## src/rtl/i2c_ctl_pkg.sv

```systemverilog
package i2c_ctl_pkg;
  typedef enum logic [2:0] {
    ST_IDLE,
    ST_ADDR,
    ST_ADDR_ACK,
    ST_WR,
    ST_WR_ACK,
    ST_RD,
    ST_RD_ACK
  } state_e;

  localparam int unsigned BYTE_W = 8;
endpackage

```

## src/rtl/i2c_ctl_sync.sv

```systemverilog
module i2c_ctl_sync #(
  parameter int unsigned STAGES = 2
) (
  input  logic clk_i,
  input  logic rst_ni,
  input  logic scl_i,
  input  logic sda_i,
  output logic scl_s_o,
  output logic sda_s_o,
  output logic scl_rise_o,
  output logic scl_fall_o,
  output logic start_o,
  output logic stop_o
);
  localparam int unsigned NLINES = 2;

  logic [NLINES-1:0] raw_v, sync_v, prev_v;

  assign raw_v = {scl_i, sda_i};

  for (genvar g = 0; g < NLINES; g++) begin : g_line
    logic [STAGES-1:0] ff_q;
    always_ff @(posedge clk_i or negedge rst_ni) begin
      if (!rst_ni) ff_q <= '1;
      else         ff_q <= {ff_q[STAGES-2:0], raw_v[g]};
    end
    assign sync_v[g] = ff_q[STAGES-1];
  end

  always_ff @(posedge clk_i or negedge rst_ni) begin
    if (!rst_ni) prev_v <= '1;
    else         prev_v <= sync_v;
  end

  assign scl_s_o    = sync_v[1];
  assign sda_s_o    = sync_v[0];
  assign scl_rise_o = sync_v[1] & ~prev_v[1];
  assign scl_fall_o = ~sync_v[1] & prev_v[1];
  // SCL held high across the sample, SDA moved
  assign start_o    = sync_v[1] & prev_v[1] & prev_v[0] & ~sync_v[0];
  assign stop_o     = sync_v[1] & prev_v[1] & ~prev_v[0] & sync_v[0];
endmodule

```

## src/rtl/i2c_ctl_fsm.sv

```systemverilog
module i2c_ctl_fsm
  import i2c_ctl_pkg::*;
#(
  parameter int unsigned ADDR_W = 8,
  parameter logic [4:0]  PREFIX = 5'b10011
) (
  input  logic              clk_i,
  input  logic              rst_ni,
  input  logic              sda_s_i,
  input  logic              scl_rise_i,
  input  logic              scl_fall_i,
  input  logic              start_i,
  input  logic              stop_i,
  input  logic [1:0]        sel_i,
  input  logic [BYTE_W-1:0] rdata_i,
  output logic              sda_oe_o,
  output logic [ADDR_W-1:0] ptr_o,
  output logic [BYTE_W-1:0] wdata_o,
  output logic              we_o
);
  localparam int unsigned CNT_W = $clog2(BYTE_W + 1);
  localparam logic [CNT_W-1:0] LAST = CNT_W'(BYTE_W);

  state_e             state_q;
  logic [CNT_W-1:0]   cnt_q;
  logic [BYTE_W-1:0]  rx_q, tx_q, wdata_q;
  logic [ADDR_W-1:0]  ptr_q;
  logic               oe_q, rd_q, ptr_set_q, we_q;
  logic [BYTE_W-1:0]  rx_next;

  assign rx_next = {rx_q[BYTE_W-2:0], sda_s_i};

  always_ff @(posedge clk_i or negedge rst_ni) begin
    if (!rst_ni) begin
      state_q   <= ST_IDLE;
      cnt_q     <= '0;
      rx_q      <= '0;
      tx_q      <= '0;
      wdata_q   <= '0;
      ptr_q     <= '0;
      oe_q      <= 1'b0;
      rd_q      <= 1'b0;
      ptr_set_q <= 1'b0;
      we_q      <= 1'b0;
    end else begin
      we_q <= 1'b0;
      if (we_q) ptr_q <= ptr_q + 1'b1;
      if (start_i) begin
        state_q   <= ST_ADDR;
        cnt_q     <= '0;
        oe_q      <= 1'b0;
        ptr_set_q <= 1'b0;
      end else if (stop_i) begin
        state_q <= ST_IDLE;
        oe_q    <= 1'b0;
      end else begin
        unique case (state_q)
          ST_ADDR: begin
            if (scl_rise_i) begin
              rx_q  <= rx_next;
              cnt_q <= cnt_q + 1'b1;
            end else if (scl_fall_i && cnt_q == LAST) begin
              if (rx_q[7:1] == {PREFIX, sel_i}) begin
                state_q <= ST_ADDR_ACK;
                oe_q    <= 1'b1;
                rd_q    <= rx_q[0];
              end else begin
                state_q <= ST_IDLE;
              end
            end
          end
          ST_ADDR_ACK: if (scl_fall_i) begin
            cnt_q <= '0;
            if (rd_q) begin
              state_q <= ST_RD;
              tx_q    <= rdata_i;
              oe_q    <= ~rdata_i[BYTE_W-1];
              ptr_q   <= ptr_q + 1'b1;
            end else begin
              state_q <= ST_WR;
              oe_q    <= 1'b0;
            end
          end
          ST_WR: begin
            if (scl_rise_i) begin
              rx_q  <= rx_next;
              cnt_q <= cnt_q + 1'b1;
              if (cnt_q == LAST - 1'b1) begin
                if (!ptr_set_q) begin
                  ptr_q     <= rx_next[ADDR_W-1:0];
                  ptr_set_q <= 1'b1;
                end else begin
                  we_q    <= 1'b1;
                  wdata_q <= rx_next;
                end
              end
            end else if (scl_fall_i && cnt_q == LAST) begin
              state_q <= ST_WR_ACK;
              oe_q    <= 1'b1;
            end
          end
          ST_WR_ACK: if (scl_fall_i) begin
            state_q <= ST_WR;
            oe_q    <= 1'b0;
            cnt_q   <= '0;
          end
          ST_RD: begin
            if (scl_rise_i) begin
              cnt_q <= cnt_q + 1'b1;
            end else if (scl_fall_i) begin
              if (cnt_q == LAST) begin
                state_q <= ST_RD_ACK;
                oe_q    <= 1'b0;
              end else begin
                tx_q <= {tx_q[BYTE_W-2:0], 1'b0};
                oe_q <= ~tx_q[BYTE_W-2];
              end
            end
          end
          ST_RD_ACK: begin
            // master NACK ends the burst; ACK loads the next byte
            if (scl_rise_i && sda_s_i) begin
              state_q <= ST_IDLE;
            end else if (scl_fall_i) begin
              state_q <= ST_RD;
              cnt_q   <= '0;
              tx_q    <= rdata_i;
              oe_q    <= ~rdata_i[BYTE_W-1];
              ptr_q   <= ptr_q + 1'b1;
            end
          end
          default: ;
        endcase
      end
    end
  end

  assign sda_oe_o = oe_q;
  assign ptr_o    = ptr_q;
  assign wdata_o  = wdata_q;
  assign we_o     = we_q;
endmodule

```

## src/rtl/i2c_ctl_slave.sv

```systemverilog
module i2c_ctl_slave #(
  parameter int unsigned ADDR_W      = 8,
  parameter int unsigned SYNC_STAGES = 2,
  parameter logic [4:0]  PREFIX      = 5'b10011
) (
  input  logic              clk_i,
  input  logic              rst_ni,
  input  logic              scl_i,
  input  logic              sda_i,
  input  logic [1:0]        sel_i,
  output logic              sda_oe_o,
  output logic [ADDR_W-1:0] reg_addr_o,
  output logic [7:0]        reg_wdata_o,
  output logic              reg_we_o,
  input  logic [7:0]        reg_rdata_i
);
  logic scl_s, sda_s, scl_rise, scl_fall, start_evt, stop_evt;

  i2c_ctl_sync #(.STAGES(SYNC_STAGES)) u_sync (
    .clk_i      (clk_i),
    .rst_ni     (rst_ni),
    .scl_i      (scl_i),
    .sda_i      (sda_i),
    .scl_s_o    (scl_s),
    .sda_s_o    (sda_s),
    .scl_rise_o (scl_rise),
    .scl_fall_o (scl_fall),
    .start_o    (start_evt),
    .stop_o     (stop_evt)
  );

  i2c_ctl_fsm #(.ADDR_W(ADDR_W), .PREFIX(PREFIX)) u_fsm (
    .clk_i      (clk_i),
    .rst_ni     (rst_ni),
    .sda_s_i    (sda_s),
    .scl_rise_i (scl_rise),
    .scl_fall_i (scl_fall),
    .start_i    (start_evt),
    .stop_i     (stop_evt),
    .sel_i      (sel_i),
    .rdata_i    (reg_rdata_i),
    .sda_oe_o   (sda_oe_o),
    .ptr_o      (reg_addr_o),
    .wdata_o    (reg_wdata_o),
    .we_o       (reg_we_o)
  );
endmodule

```

## config.mk

```make
export PLATFORM = sky130hd
export DESIGN_NAME = i2c_ctl_slave
export DESIGN_NICKNAME = d
export VERILOG_FILES = /design/src/rtl/i2c_ctl_pkg.sv /design/src/rtl/i2c_ctl_sync.sv /design/src/rtl/i2c_ctl_fsm.sv /design/src/rtl/i2c_ctl_slave.sv
export SDC_FILE = /design/constraint.sdc
export NUM_CORES = 1
export LEC_CHECK = 0
export ABC_AREA = 1
export BUFFER_PORTS_ARGS = -buffer_cell sky130_fd_sc_hd__buf_2
export CORE_UTILIZATION = 50
export CTS_CLUSTER_SIZE = 40
export DETAILED_ROUTE_END_ITERATION = 8
export PLACE_DENSITY = 0.7
export SLEW_MARGIN = 5
export SYNTH_ARGS = -nofsm -noshare
export SYNTH_HDL_FRONTEND = slang
export SYNTH_SLANG_ARGS = --single-unit
```

## constraint.sdc

```tcl
create_clock -name clk_i -period 1.8 [get_ports clk_i]
set_input_delay 0.36 -clock clk_i [delete_from_list [all_inputs] [get_ports clk_i]]
set_output_delay 0.36 -clock clk_i [all_outputs]
set_load 0.02 [all_outputs]
```

### Word level (Yosys, flattened, before mapping)

Index checks and enable logic that the tools add are counted.

| word-level totals | value |
|---|---|
| bits in registers | 48 |
| input port bits | 14 |
| logic and storage cells | 150 |

| cells by class | value |
|---|---|
| add/sub/neg operators | 2 |
| equal/unequal tests | 32 |
| multiplexer cells | 68 |
| bitwise logic cells | 16 |
| reduce and logical (&&, ||, !) cells | 19 |

Operator list:

| operator | number |
|---|---|
| $mux 8 | 10 |
| $mux 7 | 7 |
| $mux 3 | 14 |
| $ne 4x3->1 const B | 8 |
| $mux 1 | 26 |
| $pmux 8 s3 | 1 |
| $pmux 7 s3 | 1 |
| $mux 4 | 5 |
| $pmux 3 s6 | 1 |
| $ne 4x4->1 const B | 4 |
| $pmux 4 s3 | 1 |
| $reduce_and 12->1 | 1 |
| $reduce_and 4->1 | 3 |
| $reduce_and 6->1 | 2 |
| $reduce_and 11->1 | 1 |
| $reduce_and 10->1 | 1 |
| $eq 3x3->1 const B | 3 |
| $not 1->1 | 9 |
| $add 8x1->8 const B | 1 |
| $ne 2x1->1 const B | 4 |
| $ne 2x2->1 const B | 4 |
| $reduce_bool 8->1 | 1 |
| $and 1x1->1 | 7 |
| $eq 7x7->1 | 1 |
| other kinds (16) | 21 |

### Depth between registers and ports, before layout

Gate-level depths: netlist of run 1.

| depth | value |
|---|---|
| depth in word-level cells | 8 |
| gate-level depth with buffers | 12 |
| mapped depth without buffers | 12 |

### Hierarchy

From an unflattened synthesis of run 1, not the netlist that was laid out.

| unflattened totals | value |
|---|---|
| cells, all modules | 409 |
| area, all modules | 3,020.4 um2 |

Modules (own cells, without submodules):

| module | times used | cells an instance | area an instance (um2) |
|---|---|---|---|
| i2c_ctl_fsm | 1 | 392 | 2,821.5 |
| i2c_ctl_sync | 1 | 17 | 198.9 |

### Least setup slack after synthesis of run 1

No wires, ideal clock.

| timing path | value |
|---|---|
| kind | register to register |
| start | register u_fsm.cnt_q[0] |
| end | register u_fsm.state_q[0] |
| data arrival time | 1,332 ps |
| setup slack | 341 ps |
| cell stages (with the launch flop) | 12 |
| clock period less this slack | 1,459 ps |
| cell sequence | dfrtp_1 -> inv_1 -> ha_1 -> nand2_1 -> nor2_1 -> nand2_1 -> nand2_1 -> nand3_2 -> nor2_2 -> nand2_2 -> nand2_2 -> o21ai_1 |

| on the way | value |
|---|---|
| longest elaborated chain between the ends | 4 |
| elaborated cells between the ends (all ways) | 6 |
| classes of those cells | eq/ne (4); reduce/logical (2) |

Ends and longest elaborated chain:

| what | line | source |
|---|---|---|
| start: declaration | i2c_ctl_fsm.sv:25 | `logic [CNT_W-1:0] cnt_q;` |
| start signal: assignment | i2c_ctl_fsm.sv:61 | `cnt_q <= cnt_q + 1'b1;` |
| start signal: assignment | i2c_ctl_fsm.sv:87 | `cnt_q <= cnt_q + 1'b1;` |
| start signal: assignment | i2c_ctl_fsm.sv:109 | `cnt_q <= cnt_q + 1'b1;` |
| $eq 4x4->1 (*) | i2c_ctl_fsm.sv:62, i2c_ctl_fsm.sv:97, i2c_ctl_fsm.sv:111 |  |
| $logic_and 1x1->1 | i2c_ctl_fsm.sv:62, i2c_ctl_fsm.sv:97 |  |
| $ne 4x3->1 (no line) | -- |  |
| $reduce_and 11->1 (no line) (*) | -- |  |
| end signal: assignment | i2c_ctl_fsm.sv:64 | `state_q <= ST_ADDR_ACK;` |
| end signal: assignment | i2c_ctl_fsm.sv:98 | `state_q <= ST_WR_ACK;` |
| end signal: assignment | i2c_ctl_fsm.sv:112 | `state_q <= ST_RD_ACK;` |
| end: declaration | i2c_ctl_fsm.sv:24 | `state_e state_q;` |

Mark *: on every way between the ends. The rest lies on a longest branch, timed or not.
A chain may end at the register's enable or synchronous reset.

### Final worst setup path of run 1

| timing path | value |
|---|---|
| start | register u_fsm.cnt_q[1] |
| end | register u_fsm.ptr_q[1] (netlist: u_fsm.ptr_o[1]) |

| on the way | value |
|---|---|
| longest elaborated chain between the ends | 6 |

Ends and longest elaborated chain:

| what | line | source |
|---|---|---|
| $eq 4x3->1 | i2c_ctl_fsm.sv:88 | `if (cnt_q == LAST - 1'b1) begin` |
| $mux 8 | i2c_ctl_fsm.sv:88 |  |
| $mux 8 | i2c_ctl_fsm.sv:85 | `if (scl_rise_i) begin` |
| $pmux 8 s3 | i2c_ctl_fsm.sv:57 | `unique case (state_q)` |
| $mux 8 | i2c_ctl_fsm.sv:53 | `end else if (stop_i) begin` |
| $mux 8 | i2c_ctl_fsm.sv:48 | `if (start_i) begin` |
| end signal: assignment | i2c_ctl_fsm.sv:47 | `if (we_q) ptr_q <= ptr_q + 1'b1;` |
| end signal: assignment | i2c_ctl_fsm.sv:78 | `ptr_q <= ptr_q + 1'b1;` |
| end signal: assignment | i2c_ctl_fsm.sv:90 | `ptr_q <= rx_next[ADDR_W-1:0];` |
| end: declaration | i2c_ctl_fsm.sv:27 | `logic [ADDR_W-1:0] ptr_q;` |

Every way passes these cells.

==> metrics, run 1 <==
fill count=497; DR vias/cell=5.03; Slew Limit Fails=0; cts bufs inserted=5; antenna fix cells=0; TritonCTS clock tree=built; Routed Antenna Nets=0; cell row count=26; syn_nets=360; total chip power=2.91 mW; wl on met1=2760 µm; critical path depth in cells=7; Bufs and invs on worst path=0; sequential-to-total area share from yosys stat=44.9%; commonest cells after routing, fill and taps aside=nand2_1 (100), dfrtp_1 (42), inv_1 (37); post-route insts no fill=453; Final setup viols=0; die area=5680 µm²; layout cells sized above 1=22.7%; Area contributors post-synth=dfrtp_1 (39%), nand2_1 (14%), dfstp_2 (5.9%), o21ai_1 (5.4%), inv_1 (5.2%); clock root cell=clkbuf_8; final hold violations=0; Max Freq=0.591 GHz; drt drc=0; routed wirelength normalized by instance count=12.5 µm; DR WL met3=252 µm; port bufs=31; number of DRC markers in iteration 0=190; initial core utilization=52.4%; CP max stage cell=dfrtp_1; critical path, cell by cell=ha_2, nand3_2, nor2_4, nand2_1, a21oi_1, nand3_2, a21o_1; post-layout instance area=3080 µm²; RSZ-0062 raised after global routing=yes; top sig layer=met4; share of the synthesized area in the top cell type=39.1%; delay-heaviest family, CP=simple AND/OR/NAND/NOR gates; final WL=5670 µm; CTS Buffer Depth=2; Vias=2279; register bit total from synthesis=48; height of the die=75.4 µm; H-tree depth=2; Synth cell types=33; Placer Congestion=0.851; slew margin rel.=64.3%; CORE AREA=5140 µm²; CTS Sinks=48; Synth Area per Inst=7.85 µm²; fin crit period=1690 ps; Final Net Count=399; crit path kind=flop to flop; critical path endpoint category=flop; clock-pin slew on the worst setup and hold paths=100 ps; pwr dens=942 nW/µm²; commonest non-fill, non-tap cell in the layout=nand2_1; mapped cell area=2690 µm²; crit path DAT=1890 ps; WHS=23.7 ps; Final Cycle Share=93.9%; placed standard-cell area=2930 µm²; total track usage=21.4%; antenna violations before repair=0; total gr overflow=0; startpoint types=flop; required time of the critical path=2000 ps; io pins=32; Clk Latency, worst-skew pair=300 ps; met2 wire length=2550 µm; worst min path class=input pin to asynchronous set/reset pin; largest net degree at the start of global routing=49; cells after synthesis=343; Chip Width=75.4 µm; VDD IR max=0.753 mV; reg2reg path depth=7; DP HPWL=4140 µm; CP max stage delay=420 ps; Clock Skew=6.33 ps; Cells after DPL=441; CP most frequent cell=nand3_2; YS warnings=0; outcome=complete, no violations; vias in the first global route=2089; Pleak=1.49 nW; first drt pass iteration count=5; Max Cap Viol=0; P&R area growth vs syn=14.6%; Least-Margin Pin Slew=529 ps; critical-path maximum fanout=7; dominant cell type by area after synthesis=dfrtp_1; first-pass GRT wire length=9220 µm
path summary, 6_finish.rpt:
check	slack, ps	endpoint	startpoint
setup / recovery	110	u_fsm.ptr_o[1]	u_fsm.cnt_q[1]
hold / removal	20	u_fsm.ptr_o[6]	rst_ni
setup reg to reg	110	u_fsm.ptr_o[1]	u_fsm.cnt_q[1]
hold reg to reg	360	u_sync.g_line[0].ff_q[1]	u_sync.g_line[0].ff_q[0]
max in group asynchronous	1490	u_sync.g_line[0].ff_q[1]	rst_ni
min in group clk_i	150	u_sync.g_line[1].ff_q[0]	scl_i
cell families after synthesis:
group / count (synthesis) / synth area share [%]
XOR/XNOR: 7 / 2.28
AO/OA/AOI/OAI: 57 / 11.8
buffers and inverters: 52 / 8.04
AND/OR/NAND/NOR: 170 / 29.4
multiplexers: 6 / 2.23
adder cells (fa/ha/maj): 3 / 1.39
flip-flops: 48 / 44.9
cell usage after synthesis, drive strengths merged:
master / instances
nand2: 106
inv: 46
dfrtp: 42
o21ai: 42
nor2: 29
nand3: 25
xor2: 7
a21oi: 6
dfstp: 6
mux2i: 6
buf: 5
nor3: 5
nand4: 4
ha: 3
a21o: 2
o2111ai: 2
o211ai: 2
o22ai: 2
a31oi: 1
clkbuf: 1
nand3b: 1
worst reg2reg max path: stages (launching register included):
cell and delay, ps:
dfrtp_1 420, ha_2 230, nand3_2 130, nor2_4 150, nand2_1 100, a21oi_1 180
nand3_2 180, a21o_1 210
area by class of cell:
type                            instances  area [µm²]  share of cell area (%)
Clock inverter                          3        21.3                   0.690
Sequential cell                        48        1210                    39.2
Tap cell                               70        87.6                    2.84
Clock buffer                            5        68.8                    2.23
Multi-Input combinational cell        243        1310                    42.3
Inverter                               46         173                    5.60
Timing Repair Buffer                   38         220                    7.14
metal layers:
metal | global-route usage (%) | vias up
li1 | - | 1185
met1 | 29.7 | 1026
met2 | 33.9 | 57
met3 | 4.37 | 11
met4 | 6.58 | 0
met5 | 0 | -
where the power goes:
group | switching, mW | leakage, nW | internal (mW) | total, mW
registers | 0.148 | 0.623 | 1.26 | 1.41
clock network | 0.388 | 0.0445 | 0.276 | 0.664
logic | 0.527 | 0.823 | 0.302 | 0.829
total | 1.06 | 1.49 | 1.84 | 2.91
flip-flops by register name, summed over array words and instances (netlist names):
name	count
u_sync.g_line.ff_q	4
u_fsm.rx_q	8
u_sync.prev_v	2
u_fsm.ptr_set_q	1
u_fsm.sda_oe_o	1
u_fsm.wdata_o	8
u_fsm.we_o	1
u_fsm.cnt_q	4
u_fsm.tx_q	7
u_fsm.state_q	3
u_fsm.rd_q	1
u_fsm.ptr_o	8
metrics by stage:
stage | TNS (ps) | utilization [%] | setup slack, ps
2_1_floorplan | 0 | - | 341
3_3_place_gp | 0 | 56.9 | 164
3_5_place_dp | 0 | 56.9 | 86.2
4_1_cts | 0 | 58.7 | 76.4
5_1_grt | -95.0 | 60.0 | -37.8
6_report | 0 | 60.0 | 109
timing repair:
action | CTS | global route
setup endpoints to repair | 0 | 23
hold buffers | 0 | 0
resized for setup | 0 | 7
setup buffers | 0 | 4
(Power assumes the default switching activity.)
==> inputs of run 2 (changes only) <==
==> constraint.sdc (replaced) <==
create_clock -name clk_i -period 1.8 [get_ports clk_i]
set_input_delay 0.27 -clock clk_i [delete_from_list [all_inputs] [get_ports clk_i]]
set_output_delay 0.27 -clock clk_i [all_outputs]
set_load 0.02 [all_outputs]
==> run 2 against run 1 <==
Against the previous run:
- clock skew grew 2.1 ps
- cell area grew 0.32%
- sequential share of layout area shrank 0.13 points
- clock power shrank 0.6%
- flip-flop and latch count is the same
- cell count grew 0.22%
- sequential power is essentially flat
- critical path type unchanged
- critical endpoint unchanged
==> metrics, run 2 (synthesis results as in run 1) <==
outcome=complete, no violations; multi-input logic area=1310 µm² (unchanged); Comb power frac=28.6% (about the same); Int Power=1.84 mW (about the same); DR vias/cell=5.06 (+0.52%); Clk Latency, worst-skew pair=300 ps (about the same); DP HPWL=4140 µm (unchanged); fill count=496 (-0.20%); worst min path class=input pin to flop; io pins=32 (unchanged); clock-pin slew on the worst setup and hold paths=100 ps (about the same); setup slack, reg-to-reg=100 ps (about the same); crit path DAT=1900 ps (about the same); CTS Sinks=48 (unchanged); Vias=2296 (+0.75%); cell row count=26 (unchanged); CORE AREA=5140 µm² (unchanged); reg2reg path depth=7 (unchanged); number of DRC markers in iteration 0=172 (-9.5%); TritonCTS clock tree=built; slew margin rel.=64.4% (+0.10 points); cts bufs inserted=5 (unchanged); post-layout instance area=3090 µm² (+0.32%); first-pass GRT wire length=9220 µm (unchanged); layout cells sized above 1=22.7% (-0.059 points); clock root cell=clkbuf_8; Final Cycle Share=94.3% (+0.41 points); initial core utilization=52.4% (unchanged); switching share of power=36.5% (-0.11 points); drt drc=0 (unchanged); Max Cap Viol=0 (unchanged); largest net degree at the start of global routing=49 (unchanged); final hold violations=0 (unchanged); critical path endpoint category=flop; post-route insts no fill=454 (+0.22%); sw power=1.06 mW (-0.38%); Final setup viols=0 (unchanged); startpoint types=flop; first drt pass iteration count=4 (-1); setup tns final=0 ps (unchanged); port bufs=31 (unchanged); Placer Congestion=0.851 (unchanged); commonest non-fill, non-tap cell in the layout=nand2_1; RSZ-0062 raised after global routing=yes; Pleak=1.49 nW (+0.28%); routed wirelength normalized by instance count=12.5 µm (-0.27%); total chip power=2.90 mW (about the same); critical-path maximum fanout=7 (unchanged); vias in the first global route=2089 (unchanged); Clock Skew=8.40 ps (+2.07 ps); crit path kind=flop to flop; register area=1210 µm² (unchanged); pwr dens=938 nW/µm² (-0.42%); Max Freq=0.589 GHz (-0.44%); fin crit period=1700 ps (+7.42 ps); total track usage=21.4% (unchanged); hold depth=1; Slew Limit Fails=0 (unchanged); commonest cells after routing, fill and taps aside=nand2_1 (100), dfrtp_1 (42), inv_1 (37); VDD IR max=0.747 mV (-0.77%); die area=5680 µm² (unchanged); P&R area growth vs syn=15.0%; antenna violations before repair=0 (unchanged); antenna fix cells=0 (unchanged); placed standard-cell area=2930 µm² (unchanged); height of the die=75.4 µm (unchanged); Routed Antenna Nets=0 (unchanged); final WL=5670 µm (about the same); Least-Margin Pin Slew=528 ps (-1.53 ps); CTS Buffer Depth=2 (unchanged); required time of the critical path=2000 ps (about the same); total gr overflow=0 (unchanged); Clk pwr share=22.7% (-0.2 points); H-tree depth=2 (unchanged); Final Net Count=400 (+0.25%); Chip Width=75.4 µm (unchanged); Flop pwr share=48.7% (about the same); Cells after DPL=441 (unchanged)
-- run 2: cell count changes in the layout (fill, tap and decap cells not counted), sizes merged --
cell | before | now
dlygate4sd3 | 0 | 1
-- run 2: final cells by class --
class                           instances  area share (%)
Multi-Input combinational cell        243            42.2
Sequential cell                        48            39.1
Timing Repair Buffer                   39            7.44
Inverter                               46            5.58
Tap cell                               70            2.83
Clock buffer                            5            2.22
Clock inverter                          3           0.687
-- run 2: timing repair --
| item | CTS | global route |
|---|---|---|
| hold endpoints to repair | 42 | 0 |
| gates resized for setup | 0 | 7 |
| hold buffers | 1 | 0 |
| setup endpoints to repair | 0 | 23 |
| setup buffers | 0 | 4 |
-- run 2: power groups by stage --
stage          clock, mW  combinational [mW]  sequential [mW]
4_1_cts            0.673               0.781             1.41
3_5_place_dp           0               0.774             1.44
5_1_grt            0.717               0.963             1.44
2_1_floorplan          0               0.578             1.42
3_3_place_gp           0               0.757             1.43
6_report           0.660               0.830             1.41
-- run 2: layer usage --
| metal | GRT usage, % | share of wire (%) |
|---|---|---|
| met4 | 6.58 | 1.9 |
| met1 | 29.7 | 48 |
| met3 | 4.37 | 4.3 |
| met5 | 0 | 0 |
| met2 | 33.9 | 45 |
-- run 2: worst paths after layout --
| path | startpoint | to |
|---|---|---|
| max in group asynchronous | rst_ni | u_sync.g_line[1].ff_q[1] |
| worst max register to register | u_fsm.cnt_q[1] | u_fsm.ptr_o[1] |
| worst min register to register | u_sync.g_line[0].ff_q[0] | u_sync.g_line[0].ff_q[1] |
| worst max-delay path | u_fsm.cnt_q[1] | u_fsm.ptr_o[1] |
| min in group asynchronous | rst_ni | u_fsm.ptr_o[6] |
| worst min-delay path | scl_i | u_sync.g_line[1].ff_q[0] |
-- run 2: worst max-delay path, cell delays in order (launching register included) --
cell,delay [ps]
dfrtp_1,410
ha_2,230
nand3_2,130
nor2_4,150
nand2_1,100
a21oi_1,190
nand3_2,190
a21o_1,210
-- run 2: stage by stage --
step	util [%]	hold slack (ps)	setup WS, ps
after floorplan	-	-25.6	341
after global placement	56.9	278	164
after detailed placement	56.9	278	86.2
after CTS	58.9	54.9	76.4
after global routing	60.2	46.2	-37.8
final	60.2	61.8	102
==> inputs of run 3 (changes only) <==
- CORE_UTILIZATION: 50 -> 58
- PLACE_DENSITY: 0.7 -> 0.79
==> run 3 against run 2 <==
Against the previous run:
- sequential share of layout area fell by 0.17 points
- count of clock-buffer cells in the layout unchanged
- die area shrank 13%
- power up 9.9%
- highest routed layer unchanged
- combinational power increased by 0.5%
- register-to-register slack improved by 40 ps
- setup slack better by 41 ps
- critical path type unchanged
- clock skew about the same
- largest cell class unchanged
- cell area grew 0.44%
- largest power group unchanged
==> metrics, run 3 (synthesis results as in run 1) <==
vias in the first global route=2176 (+4.2%); crit path kind=flop to flop; fill count=362 (-27%); fin crit period=1660 ps (-40.9 ps); Max Cap Viol=0 (unchanged); Final Cycle Share=92.1% (-2.3 points); Routed Antenna Nets=0 (unchanged); worst min path class=input pin to flop; clock root cell=clkbuf_8; antenna violations before repair=0 (unchanged); die area=4920 µm² (-13%); RR Endpoint=u_fsm.ptr_o[0]; crit path DAT=1860 ps (-40 ps); register area=1210 µm² (unchanged); commonest cells after routing, fill and taps aside=nand2_1 (100), dfrtp_1 (42), inv_1 (37); port bufs=31 (unchanged); Placer Congestion=0.967 (+14%); hold_sp=sda_i; hold depth=1 (unchanged); DR vias/cell=5.30 (+4.9%); number of DRC markers in iteration 0=249 (+45%); cell row count=24 (-7.7%); first-pass GRT wire length=9740 µm (+5.6%); drt drc=0 (unchanged); CP max stage delay=420 ps (about the same); Bufs and invs on worst path=0 (unchanged); critical path, cell by cell=ha_2, nand3_1, nor2_2, nand2_1, a21oi_2, nand3_4, a21o_1; CP max stage cell=dfrtp_1; VDD IR max=0.821 mV (+9.9%); Pleak=1.51 nW (+1.0%); multi-input logic area=1310 µm² (+0.29%); setup slack, reg-to-reg=140 ps (+40 ps); Vias=2302 (+0.26%); required time of the critical path=2010 ps (about the same); Critical R2R Launch=u_fsm.cnt_q[1]; height of the die=70.1 µm (-7.0%); delay-heaviest family, CP=simple AND/OR/NAND/NOR gates; first drt pass iteration count=4 (unchanged); Clock Skew=8.06 ps (-0.338 ps); total track usage=25.0% (+3.7 points); pwr dens=1030 nW/µm² (+9.5%); commonest non-fill, non-tap cell in the layout=nand2_1; total gr overflow=0 (unchanged); Clk Latency, worst-skew pair=300 ps (about the same); Final setup viols=0 (unchanged); TritonCTS clock tree=built; Hold EP=u_sync.g_line[0].ff_q[0]; DP HPWL=4150 µm (+0.29%); outcome=complete, no violations; largest net degree at the start of global routing=32 (-35%); final WL=5600 µm (-1.3%); routed wirelength normalized by instance count=12.9 µm (+3.3%); CORE AREA=4410 µm² (-14%); final hold violations=0 (unchanged); Least-Margin Pin Slew=457 ps (-70.6 ps); Final Net Count=398 (-0.50%); H-tree depth=2 (unchanged); P&R area growth vs syn=15.5%; critical path endpoint category=flop; cts bufs inserted=5 (unchanged); CTS Buffer Depth=2 (unchanged); post-route insts no fill=434 (-4.4%); io pins=32 (unchanged); startpoint types=flop; Slew Limit Fails=0 (unchanged); Max Freq=0.603 GHz (+2.5%); layout cells sized above 1=22.5% (-0.14 points); antenna fix cells=0 (unchanged); initial core utilization=61.0% (+8.6 points); Chip Width=70.1 µm (-7.0%); slew margin rel.=69.5% (+5.1 points); CTS Sinks=48 (unchanged); Cells after DPL=423 (-4.1%); post-layout util=70.4% (+10 points); reg2reg path depth=7 (unchanged); clock-pin slew on the worst setup and hold paths=100 ps (about the same); critical-path maximum fanout=7 (unchanged)
## run 3: cell count changes in the layout (fill, tap and decap cells not counted), sizes merged
cell / before / now
clkinv: 1 / 0
bufinv: 0 / 2
clkinvlp: 1 / 0
buf: 38 / 36
## run 3: repair_timing
action	4_1_cts	5_1_grt
setup endpoints to repair	0	18
endpoints found under the hold margin	17	0
resized for setup	0	8
setup buffers	0	2
hold buffers	1	0
## run 3: worst max-delay path by stage
stage	startpoint	depth (start not counted)	slack, ps	end
2_1_floorplan	u_fsm.cnt_q[0]	11	340	u_fsm.state_q[0]
3_3_place_gp	u_fsm.cnt_q[1]	7	150	u_fsm.ptr_o[0]
3_5_place_dp	u_fsm.cnt_q[1]	7	130	u_fsm.ptr_o[0]
4_1_cts	u_fsm.cnt_q[1]	7	110	u_fsm.ptr_o[0]
5_1_grt	u_fsm.state_q[0]	10	-30	u_fsm.state_q[1]
6_report	u_fsm.cnt_q[1]	7	140	u_fsm.ptr_o[0]
## run 3: final cells by class
type | count | share of cell area, %
timing repair buffer | 37 | 6.92
clock buffer | 5 | 2.21
inverter | 46 | 5.56
sequential | 48 | 38.9
clock inverter | 3 | 2.21
tap | 52 | 2.09
multi-input combinational | 243 | 42.1
## run 3: metrics by stage
step           power [mW]  setup TNS [ps]  setup WS [ps]  cell area (µm²)  hold WS, ps
5_1_grt              3.37           -40.6          -34.8             3110         43.7
3_3_place_gp         2.19               0            147             2900          242
2_1_floorplan        1.99               0            341             2690        -25.6
6_report             3.19               0            143             3110         59.2
3_5_place_dp         2.21               0            126             2900          245
4_1_cts              3.15               0            111             3050         55.9
## run 3: per-layer routing
metal  share of wire (%)  global-route usage (%)
met4                 1.2                    7.78
met5                   0                       0
met2                  46                    38.8
met1                  49                    35.7
met3                 3.6                    4.91
## run 3: where the power goes
group	switching, mW	total (mW)	internal [mW]
combinational	0.535	0.834	0.299
sequential	0.149	1.41	1.26
clock	0.385	0.945	0.559
total	1.07	3.19	2.12
